**config.mk**
```make
export PLATFORM = sky130hd
export DESIGN_NAME = hdlc_frame_tx
export DESIGN_NICKNAME = d
export VERILOG_FILES = /design/src/rtl/hdlc_tx_pkg.sv /design/src/rtl/hdlc_tx_crc.sv /design/src/rtl/hdlc_tx_zero_ins.sv /design/src/rtl/hdlc_frame_tx.sv
export SDC_FILE = /design/constraint.sdc
export NUM_CORES = 1
export LEC_CHECK = 0
export ABC_AREA = 0
export BUFFER_PORTS_ARGS = -buffer_cell sky130_fd_sc_hd__buf_2
export CAP_MARGIN = 20
export CORE_ASPECT_RATIO = 0.5
export CORE_UTILIZATION = 60
export DETAILED_ROUTE_END_ITERATION = 16
export PLACE_DENSITY = 0.79
export SYNTH_ARGS = -nofsm -noshare
export SYNTH_HDL_FRONTEND = slang
export SYNTH_SLANG_ARGS = --single-unit
export TNS_END_PERCENT = 10
```
**constraint.sdc**
```tcl
create_clock -name clk -period 4 [get_ports clk]
set_input_delay 0.4 -clock clk [delete_from_list [all_inputs] [get_ports clk]]
set_output_delay 0.4 -clock clk [all_outputs]
set_load 0.01 [all_outputs]
```
**src/rtl/hdlc_tx_pkg.sv**
```systemverilog
`timescale 1ns/1ps
// Package: shared types and constants for the serial HDLC transmitter.
// Assumes bits go out LSB first, so the CRC register runs in reflected form.
package hdlc_tx_pkg;
    typedef enum logic [1:0] {
        ST_FLAG  = 2'd0,
        ST_DATA  = 2'd1,
        ST_FCS   = 2'd2,
        ST_ABORT = 2'd3
    } tx_state_e;

    localparam logic [7:0]  FLAG_BYTE  = 8'h7E;
    localparam logic [15:0] CRC_POLY_R = 16'h8408;  // x^16+x^12+x^5+1, reflected
    localparam logic [15:0] CRC_PRESET = 16'hFFFF;
endpackage

```
**src/rtl/hdlc_tx_crc.sv**
```systemverilog
`timescale 1ns/1ps
// Module: bit-serial CRC register for the frame check sequence.
// Assumes data bits enter in line order (LSB first), which means a
// right-shifting register with the reflected polynomial. crc_upd is the
// value the register takes if the current bit is stepped in.
module hdlc_tx_crc #(
    parameter int          CRC_W  = 16,
    parameter logic [15:0] POLY   = 16'h8408,
    parameter logic [15:0] PRESET = 16'hFFFF
) (
    input  logic             clk,
    input  logic             rst_n,
    input  logic             init,
    input  logic             step,
    input  logic             din,
    output logic [CRC_W-1:0] crc_upd
);
    logic [CRC_W-1:0] crc_q;
    logic             fb;

    // Next register value if din is shifted in.
    always_comb begin
        fb      = crc_q[0] ^ din;
        crc_upd = {1'b0, crc_q[CRC_W-1:1]} ^ (fb ? POLY[CRC_W-1:0] : '0);
    end

    // Register: preset at frame start, advance on each data bit.
    always_ff @(posedge clk) begin
        if (!rst_n)    crc_q <= PRESET[CRC_W-1:0];
        else if (init) crc_q <= PRESET[CRC_W-1:0];
        else if (step) crc_q <= crc_upd;
    end
endmodule

```
**src/rtl/hdlc_tx_zero_ins.sv**
```systemverilog
`timescale 1ns/1ps
// Module: run-of-ones tracker for zero insertion.
// Counts consecutive ones among frame bits and raises stuff_due once
// RUN_LEN ones have gone out. Any enabled bit that is not a frame bit
// (flag, abort or the inserted zero itself) clears the count.
module hdlc_tx_zero_ins #(
    parameter int RUN_LEN = 5
) (
    input  logic clk,
    input  logic rst_n,
    input  logic frame_bit,
    input  logic bit_val,
    input  logic clr,
    output logic stuff_due
);
    localparam int CW = $clog2(RUN_LEN + 1);
    logic [CW-1:0] run_q;

    // Run counter: count frame ones, reset on zeros and non-frame bits.
    always_ff @(posedge clk) begin
        if (!rst_n)         run_q <= '0;
        else if (clr)       run_q <= '0;
        else if (frame_bit) run_q <= bit_val ? run_q + CW'(1) : '0;
    end

    // Insert-due flag when the run reaches its limit.
    assign stuff_due = (run_q == CW'(RUN_LEN));
endmodule

```
**src/rtl/hdlc_frame_tx.sv**
```systemverilog
`timescale 1ns/1ps
// Module: serial HDLC frame transmitter (top).
// Idles with flags. Starts a frame at a flag boundary when a byte is valid,
// sends bytes LSB first with zero insertion, appends the FCS unless it is
// inhibited, and closes with a flag. An abort request or a data underrun
// ends the frame with ABORT_LEN ones. One bit goes out per cycle with bit_en.
// Assumes fcs_inhibit is steady while a frame's last byte is sent.
module hdlc_frame_tx
    import hdlc_tx_pkg::*;
#(
    parameter int RUN_LEN   = 5,
    parameter int ABORT_LEN = 8,
    parameter int CRC_W     = 16
) (
    input  logic       clk,
    input  logic       rst_n,
    input  logic       bit_en,
    input  logic       fcs_inhibit,
    input  logic       abort_req,
    input  logic [7:0] in_data,
    input  logic       in_valid,
    input  logic       in_last,
    output logic       in_ready,
    output logic       tx_bit,
    output logic       underrun
);
    localparam int BYTE_W  = 8;
    localparam int CNT_MAX = (CRC_W > ABORT_LEN) ? CRC_W : ABORT_LEN;
    localparam int IDX_W   = $clog2(CNT_MAX);

    tx_state_e        st_q;
    logic [IDX_W-1:0] idx_q;
    logic [CRC_W-1:0] shreg_q;
    logic             last_q;
    logic             abort_pend_q;

    logic             in_frame, abort_now, stuff_now, sent_frame_bit;
    logic             byte_end, take, cur_bit, stuff_due;
    logic [CRC_W-1:0] crc_upd;

    // Slot decode: abort beats zero insertion, which beats a normal bit.
    always_comb begin
        in_frame       = (st_q == ST_DATA) || (st_q == ST_FCS);
        abort_now      = bit_en && in_frame && (abort_pend_q || abort_req);
        stuff_now      = bit_en && stuff_due && (st_q != ST_ABORT) && !abort_now;
        sent_frame_bit = bit_en && in_frame && !abort_now && !stuff_now;
        byte_end       = (idx_q == IDX_W'(BYTE_W - 1));
        in_ready       = bit_en && !abort_now && !stuff_now && byte_end &&
                         ((st_q == ST_FLAG) || (st_q == ST_DATA && !last_q));
        take           = in_ready && in_valid;
    end

    // Bit that the current state puts on the line in a normal slot.
    always_comb begin
        case (st_q)
            ST_FLAG:  cur_bit = FLAG_BYTE[idx_q[2:0]];
            ST_DATA:  cur_bit = shreg_q[0];
            ST_FCS:   cur_bit = shreg_q[0];
            ST_ABORT: cur_bit = 1'b1;
        endcase
    end

    hdlc_tx_crc #(
        .CRC_W  (CRC_W),
        .POLY   (CRC_POLY_R),
        .PRESET (CRC_PRESET)
    ) u_crc (
        .clk     (clk),
        .rst_n   (rst_n),
        .init    (take && (st_q == ST_FLAG)),
        .step    (sent_frame_bit && (st_q == ST_DATA)),
        .din     (shreg_q[0]),
        .crc_upd (crc_upd)
    );

    hdlc_tx_zero_ins #(
        .RUN_LEN (RUN_LEN)
    ) u_zins (
        .clk       (clk),
        .rst_n     (rst_n),
        .frame_bit (sent_frame_bit),
        .bit_val   (shreg_q[0]),
        .clr       (bit_en && !sent_frame_bit),
        .stuff_due (stuff_due)
    );

    // Abort latch: keep a request until the next frame bit slot takes it.
    always_ff @(posedge clk) begin
        if (!rst_n) abort_pend_q <= 1'b0;
        else        abort_pend_q <= in_frame && !abort_now && (abort_pend_q || abort_req);
    end

    // Main sequencer: line bit, state, bit index, shift register, underrun.
    always_ff @(posedge clk) begin
        if (!rst_n) begin
            st_q     <= ST_FLAG;
            idx_q    <= '0;
            shreg_q  <= '0;
            last_q   <= 1'b0;
            tx_bit   <= 1'b1;
            underrun <= 1'b0;
        end else begin
            underrun <= 1'b0;
            if (abort_now) begin
                tx_bit <= 1'b1;
                st_q   <= ST_ABORT;
                idx_q  <= IDX_W'(1);
            end else if (stuff_now) begin
                tx_bit <= 1'b0;
            end else if (bit_en) begin
                tx_bit <= cur_bit;
                case (st_q)
                    ST_FLAG: begin
                        if (byte_end) begin
                            idx_q <= '0;
                            if (take) begin
                                shreg_q <= {{(CRC_W - BYTE_W){1'b0}}, in_data};
                                last_q  <= in_last;
                                st_q    <= ST_DATA;
                            end
                        end else begin
                            idx_q <= idx_q + IDX_W'(1);
                        end
                    end
                    ST_DATA: begin
                        shreg_q <= {1'b0, shreg_q[CRC_W-1:1]};
                        if (byte_end) begin
                            idx_q <= '0;
                            if (last_q) begin
                                if (fcs_inhibit) begin
                                    st_q <= ST_FLAG;
                                end else begin
                                    st_q    <= ST_FCS;
                                    shreg_q <= ~crc_upd;
                                end
                            end else if (take) begin
                                shreg_q <= {{(CRC_W - BYTE_W){1'b0}}, in_data};
                                last_q  <= in_last;
                            end else begin
                                st_q     <= ST_ABORT;
                                underrun <= 1'b1;
                            end
                        end else begin
                            idx_q <= idx_q + IDX_W'(1);
                        end
                    end
                    ST_FCS: begin
                        shreg_q <= {1'b0, shreg_q[CRC_W-1:1]};
                        if (idx_q == IDX_W'(CRC_W - 1)) begin
                            st_q  <= ST_FLAG;
                            idx_q <= '0;
                        end else begin
                            idx_q <= idx_q + IDX_W'(1);
                        end
                    end
                    ST_ABORT: begin
                        if (idx_q == IDX_W'(ABORT_LEN - 1)) begin
                            st_q  <= ST_FLAG;
                            idx_q <= '0;
                        end else begin
                            idx_q <= idx_q + IDX_W'(1);
                        end
                    end
                endcase
            end
        end
    end
endmodule


```
# Yosys cells after proc, flatten, opt, wreduce, memory -nomap -nowiden
# Memories as Yosys holds them, arrays and structs flattened.
# Index checks and enable logic that the tools add are counted.
dict set report totals {
  regBits 45
  mem_bits_ro 8
  wordCells 119
  mem_count 1
}
dict set report classes {
  n_addsub 2
  magnitude_cmp 1
  n_eq_ne 17
  mux 38
  bitwise_logic 9
  n_reduce_logical 41
}
# name depth width rd rd_clocked_by_memory_dff write_ports line
set memory_table {}
lappend memory_table {{(name not given)} 8 1 1 0 0 hdlc_frame_tx.sv:56} ;# ST_FLAG: cur_bit = FLAG_BYTE[idx_q[2:0]];
# operator count
set op_table {}
lappend op_table {{2-to-1 mux 16 bit} 6}
lappend op_table {{case mux 16 bit (3 select lines)} 1}
lappend op_table {{2-to-1 mux 2 bit} 11}
lappend op_table {{logical AND 1 bit} 18}
lappend op_table {{inverter 16 bit} 1}
lappend op_table {{XOR 15 x 16 -> 16 bit} 1}
lappend op_table {{2-to-1 mux 15 bit} 1}
lappend op_table {{2-to-1 mux 1 bit} 12}
lappend op_table {{inequality test 3 bit, second input constant} 4}
lappend op_table {{inequality test 2 bit, second input constant} 5}
lappend op_table {{2-to-1 mux 4 bit} 2}
lappend op_table {{case mux 2 bit (4 select lines)} 1}
lappend op_table {{case mux 4 bit (2 select lines)} 1}
lappend op_table {{AND reduction 8 bit} 1}
lappend op_table {{OR reduction 2 bit} 4}
lappend op_table {{AND reduction 7 bit} 1}
lappend op_table {{OR reduction 7 bit} 1}
lappend op_table {{inverter 1 bit} 6}
lappend op_table {{AND reduction 6 bit} 1}
lappend op_table {{nonzero test 2 bit} 3}
lappend op_table {{adder 4 x 1 -> 4 bit, second input constant} 1}
lappend op_table {{equality test 2 bit, second input constant} 2}
lappend op_table {{equality test 4 x 3 -> 1 bit, second input constant} 1}
lappend op_table {{equality test 4 bit, second input constant} 1}
lappend op_table {{16 further kinds} 22}

# Depth between registers and ports, before layout
dict set report depth {
  depth_word 18
  mapped_depth 9
  depth_no_buf 7
}

# Cells and area by module
# From an unflattened synthesis, not the netlist that was laid out.
dict set report unflattened {
  hier_cells 334
  hier_area_um2 2815.2
}
# module instances cells_per_inst area_each_um2 seq_area_each_um2
set modules_own_cells {}
lappend modules_own_cells {hdlc_frame_tx 1 241 1905.6 520.5}
lappend modules_own_cells {hdlc_tx_crc 1 74 747.0 320.3}
lappend modules_own_cells {hdlc_tx_zero_ins 1 19 162.7 60.1}

# Least setup slack after synthesis
# OpenSTA, ideal clock, no wires.
dict set report synth_path {
  path_kind {register to register}
  startpoint {reg st_q[0]}
  endpoint {reg st_q[1]}
  setup_ns 0.086
  arrival_ns 2.010
  t_required_ns 3.914
  path_slack_ns 1.904
  stages_incl_launch_ff 8
  period_less_slack_ns 2.096
  path_cell_list {dfxtp_1 inv_1 ha_1 o21a_1 nor4_4 a21oi_1 or4_4 a221oi_2}
}
dict set report synth_via {
  elab_chain_len 13
  word_cells_on_any_way 32
  cone_classes {eq/ne (11); mux (4); reduce/logical (17)}
}
# element line
set synth_lines {}
lappend synth_lines {{start, declared} hdlc_frame_tx.sv:31} ;# tx_state_e st_q;
lappend synth_lines {{start signal, assigned} hdlc_frame_tx.sv:96} ;# st_q <= ST_FLAG;
lappend synth_lines {{start signal, assigned} hdlc_frame_tx.sv:106} ;# st_q <= ST_ABORT;
lappend synth_lines {{start signal, assigned} hdlc_frame_tx.sv:119} ;# st_q <= ST_DATA;
lappend synth_lines {{equality test 2 x 1 -> 1 bit or equality test 2 bit (tied branches)} {hdlc_frame_tx.sv:43, hdlc_frame_tx.sv:49, hdlc_frame_tx.sv:112}}
lappend synth_lines {{logical OR 1 bit} hdlc_frame_tx.sv:43} ;# in_frame = (st_q == ST_DATA) || (st_q == ST_FCS);
lappend synth_lines {{logical AND 1 bit (2 in series)} hdlc_frame_tx.sv:44} ;# abort_now = bit_en && in_frame && (abort_pend_q || abort_req);
lappend synth_lines {{logical NOT 1 bit} {hdlc_frame_tx.sv:45, hdlc_frame_tx.sv:48}}
lappend synth_lines {{logical AND 1 bit} hdlc_frame_tx.sv:45} ;# stuff_now = bit_en && stuff_due && (st_q != ST_ABORT) && !abort_now;
lappend synth_lines {{logical NOT 1 bit} hdlc_frame_tx.sv:48} ;# in_ready = bit_en && !abort_now && !stuff_now && byte_end &&
lappend synth_lines {{logical AND 1 bit (3 in series)} hdlc_frame_tx.sv:48}
lappend synth_lines {{logical AND 1 bit} hdlc_frame_tx.sv:50} ;# take = in_ready && in_valid;
lappend synth_lines {{inequality test 4 bit (no source line) or inequality test 3 bit (tied branches)} n/a}
lappend synth_lines {{AND reduction 8 bit (no source line)} n/a}
# Several ways; a longest one is shown, not always the timed one. The select of a mux whose other input is x is not followed.
# A chain may end at the register's enable or synchronous reset.

# Worst setup path after layout
dict set report layout_path {
  startpoint {reg st_q[0]}
  endpoint {out in_ready}
}
dict set report layout_via {
  elab_chain_len 10
  word_cells_on_any_way 17
  cone_classes {eq/ne (3); reduce/logical (14)}
}
# element line
set layout_lines {}
lappend layout_lines {{equality test 2 x 1 -> 1 bit or equality test 2 bit (tied branches)} {hdlc_frame_tx.sv:43, hdlc_frame_tx.sv:49}}
lappend layout_lines {{logical OR 1 bit} hdlc_frame_tx.sv:43}
lappend layout_lines {{logical AND 1 bit (2 in series)} hdlc_frame_tx.sv:44}
lappend layout_lines {{logical NOT 1 bit} {hdlc_frame_tx.sv:45, hdlc_frame_tx.sv:48}}
lappend layout_lines {{logical AND 1 bit} hdlc_frame_tx.sv:45}
lappend layout_lines {{logical NOT 1 bit} hdlc_frame_tx.sv:48}
lappend layout_lines {{logical AND 1 bit (2 in series)} hdlc_frame_tx.sv:48}
lappend layout_lines {{logical AND 1 bit (*)} hdlc_frame_tx.sv:48}
lappend layout_lines {{end, declared} hdlc_frame_tx.sv:23} ;# output logic in_ready,
# Every way passes the cells marked *; elsewhere a longest branch is shown, timed or not.

==> metrics.md <==
| Metric | Value |
|---|---|
| Root buf cell | `clkbuf_8` |
| CTS tree | `yes` |
| Postcts setup bufs | `0` |
| Post-DR vias/cell | `6.372` |
| Mean Syn Cell Area | `7.883 um^2` |
| Initial Util | `66.77%` |
| CTS clk-pin slew, worst paths | `0.09 ns` |
| Total GRT Usage | `30.12%` |
| Post-synth top flop | `dfxtp_1` |
| Power Density | `455.5 mW/mm^2` |
| Synthesis-to-finish area growth | `7.527%` |
| Tcrit/Tclk final | `68.80%` |
| Top cells by area, synth | `dfxtp_1 37%, nand2_1 7.1%, o21ai_0 6.6%, ha_1 4.6%, a21oi_1 4.1%` |
| # H-tree levels | `2` |
| Placed Cells | `363` |
| Kind of critical path | `register to primary output` |
| DP HPWL | `4336 um` |
| Cell Rows | `15` |
| Post_cts resized | `0` |
| Clock sink count | `45` |
| Comb pwr share | `32.9%` |
| Yosys reg bits | `45` |
| CP endpoint kind | `primary output` |
| Unrepaired setup endpoints after global routing | `no` |
| WP data required | `3.60 ns` |
| Worst skew pair latency | `0.31 ns` |
| Reg2Reg Setup Slack | `1.25 ns` |
| Pin count of the biggest net entering global routing | `21` |
| Switching Share | `38.10%` |
| CTS buffer count | `5` |
| Antenna Nets Post-Route | `0` |
| Routed length per placed instance | `16.51 um` |
| Die extent in x | `92.25 um` |
| DR iter-0 viols | `193` |
| Final wirelength | `6124 um` |
| Vias in the first global route | `2,064` |
| Ys async rst share | `0%` |
| # diodes | `0` |
| Mapped Cells | `310` |
| Pre-CTS WS | `1.300 ns` |
| CORE AREA | `0.003660 mm^2` |
| Gpl congestion | `1.032` |
| Int Power | `0.7408 mW` |
| NetSw | `0.4559 mW` |
| # hold bufs at CTS | `0` |
| WHS Endpoint | `shreg_q[5]` |
| Reg2reg end | `u_crc.crc_q[3]` |
| Crit path time final | `2.752 ns` |
| Layout Utilization | `71.79%` |
| Hold Fails Final Rpt | `0` |
| Die Y | `47.13 um` |
| Sequential share of power | `43.2%` |
| Initial DRT Pass Iterations | `5` |
| Total power | `1.197 mW` |
| Status | `finished clean` |
| Register area share after synthesis | `36.87%` |
| Final Skew | `0.003563 ns` |
| Max Cap Violations | `0` |
| Post-synth EDFFs | `0` |
| Max-slew violations | `0` |
| Synth warnings | `0` |
| Fmax | `0.3634 GHz` |
| Hold Startpoint | `in_data[5]` |
| Worst min path class | `primary input to register` |
| Post-Layout Cell Count | `371` |
| Antenna violations before repair | `0` |
| Synth top area share | `36.87%` |
| Most frequent cells after synthesis | `46 x nand2_1, 45 x dfxtp_1, 32 x o21ai_0` |
| Post-Synthesis Cell Area | `0.002444 mm^2` |
| Grt ovf | `0` |
| Critical Path AT | `2.35 ns` |
| Syn_nets | `334` |
| Critical path fanouts, max | `20` |
| Nets | `343` |
| Area leader, netlist | `dfxtp_1` |
| Final Cell Area | `0.002628 mm^2` |
| Ports | `18` |
| DRC viols | `0` |
| Share of cells above drive strength 1 | `11.88%` |
| WHS Path Cells | `3` |
| R2R depth | `8` |
| Most common cell in the netlist | `nand2_1` |
| Worst r2r src | `st_q[1]` |
| Setup TNS | `0 ns` |
| Vias post-DR | `2,364` |
| Hold Slack | `0.3929 ns` |
| Port Buffers | `17` |
| Post-DP Area | `0.002540 mm^2` |
| Cell variety after synth | `48` |
| Slew HR | `43.76%` |
| Final setup viols | `0` |
| Worst-Margin Slew | `0.8348 ns` |
| Leakage power | `1.033 nW` |
| Critical path launch point type | `register` |
| Final worst slack | `1.248 ns` |
| Clk buf depth | `2` |
| Worst VDD drop | `223.4 uV` |
| Clock power share | `23.9%` |
| First-pass GRT wire length | `9742 um` |
| Die area | `0.004347 mm^2` |
## kinds of logic after synthesis
kind of cell / after synthesis / share of synthesized area [%]
buf+inv: 28 / 4.608
compound gates: 94 / 24.58
mux: 2 / 0.8193
fa+ha+maj: 9 / 4.608
simple gates: 127 / 26.17
xor+xnor: 5 / 2.356
flops: 45 / 36.87
## worst max-delay path, cell delays in order (launching register included)
cell and delay, ns:
dfxtp_1 0.39, inv_1 0.10, ha_1 0.57, o21ai_2 0.24
nand3_1 0.27, nor3_1 0.30, buf_2 0.18
## metal layers
layer	GRT usage, %	wire, um	part of all wire (%)
met1	42.29	3036	50
met5	0	0	0
met4	15.00	151	2.5
met2	44.48	2506	41
met3	7.120	429	7.0
## sequential cells by signal, indices dropped and copies added (netlist names)
register / flops
shreg_q: 16
u_crc.crc_q: 16
idx_q: 4
u_zins.run_q: 3
st_q: 2
abort_pend_q: 1
last_q: 1
tx_bit: 1
underrun: 1
## layout by cell type (no fill, tap or decap), drive strengths merged, types with 3 or more instances in the layout
cell type  count
nand3         18
o211ai         3
and3b          3
or4            3
nand2         46
o21ai         33
buf           20
nand4          5
o22ai         14
nor3           5
inv           10
nor2b          8
a21oi         20
nor2          24
a221oi         9
a31oi          3
clkbuf         6
ha             9
dfxtp         45
a41oi          5
xor2           3
## power groups by stage
stage          Clock [mW]  Sequential [mW]  Combinational, mW
2_1_floorplan           0            0.517              0.296
3_3_place_gp            0            0.523              0.372
3_5_place_dp            0            0.525              0.381
4_1_cts             0.290            0.515              0.385
5_1_grt             0.310            0.521              0.432
6_report            0.286            0.517              0.394
## area by class of cell
cell class,instances,area (um^2)
flip-flops and latches,45,900.9
fillers,301,1032
repair buffers,20,107.6
multi-input cells,237,1430
well taps,51,63.81
clock buffers,6,72.57
clock inverters,2,15.01
inverters,10,37.54
## worst max-delay path by stage
stage,end,from
6_report,in_ready,st_q[0]
5_1_grt,u_crc.crc_q[3],st_q[1]
4_1_cts,in_ready,st_q[0]
3_5_place_dp,u_crc.crc_q[3],st_q[0]
3_3_place_gp,st_q[1],st_q[0]
2_1_floorplan,st_q[1],st_q[0]
(Power assumes the default switching activity.)
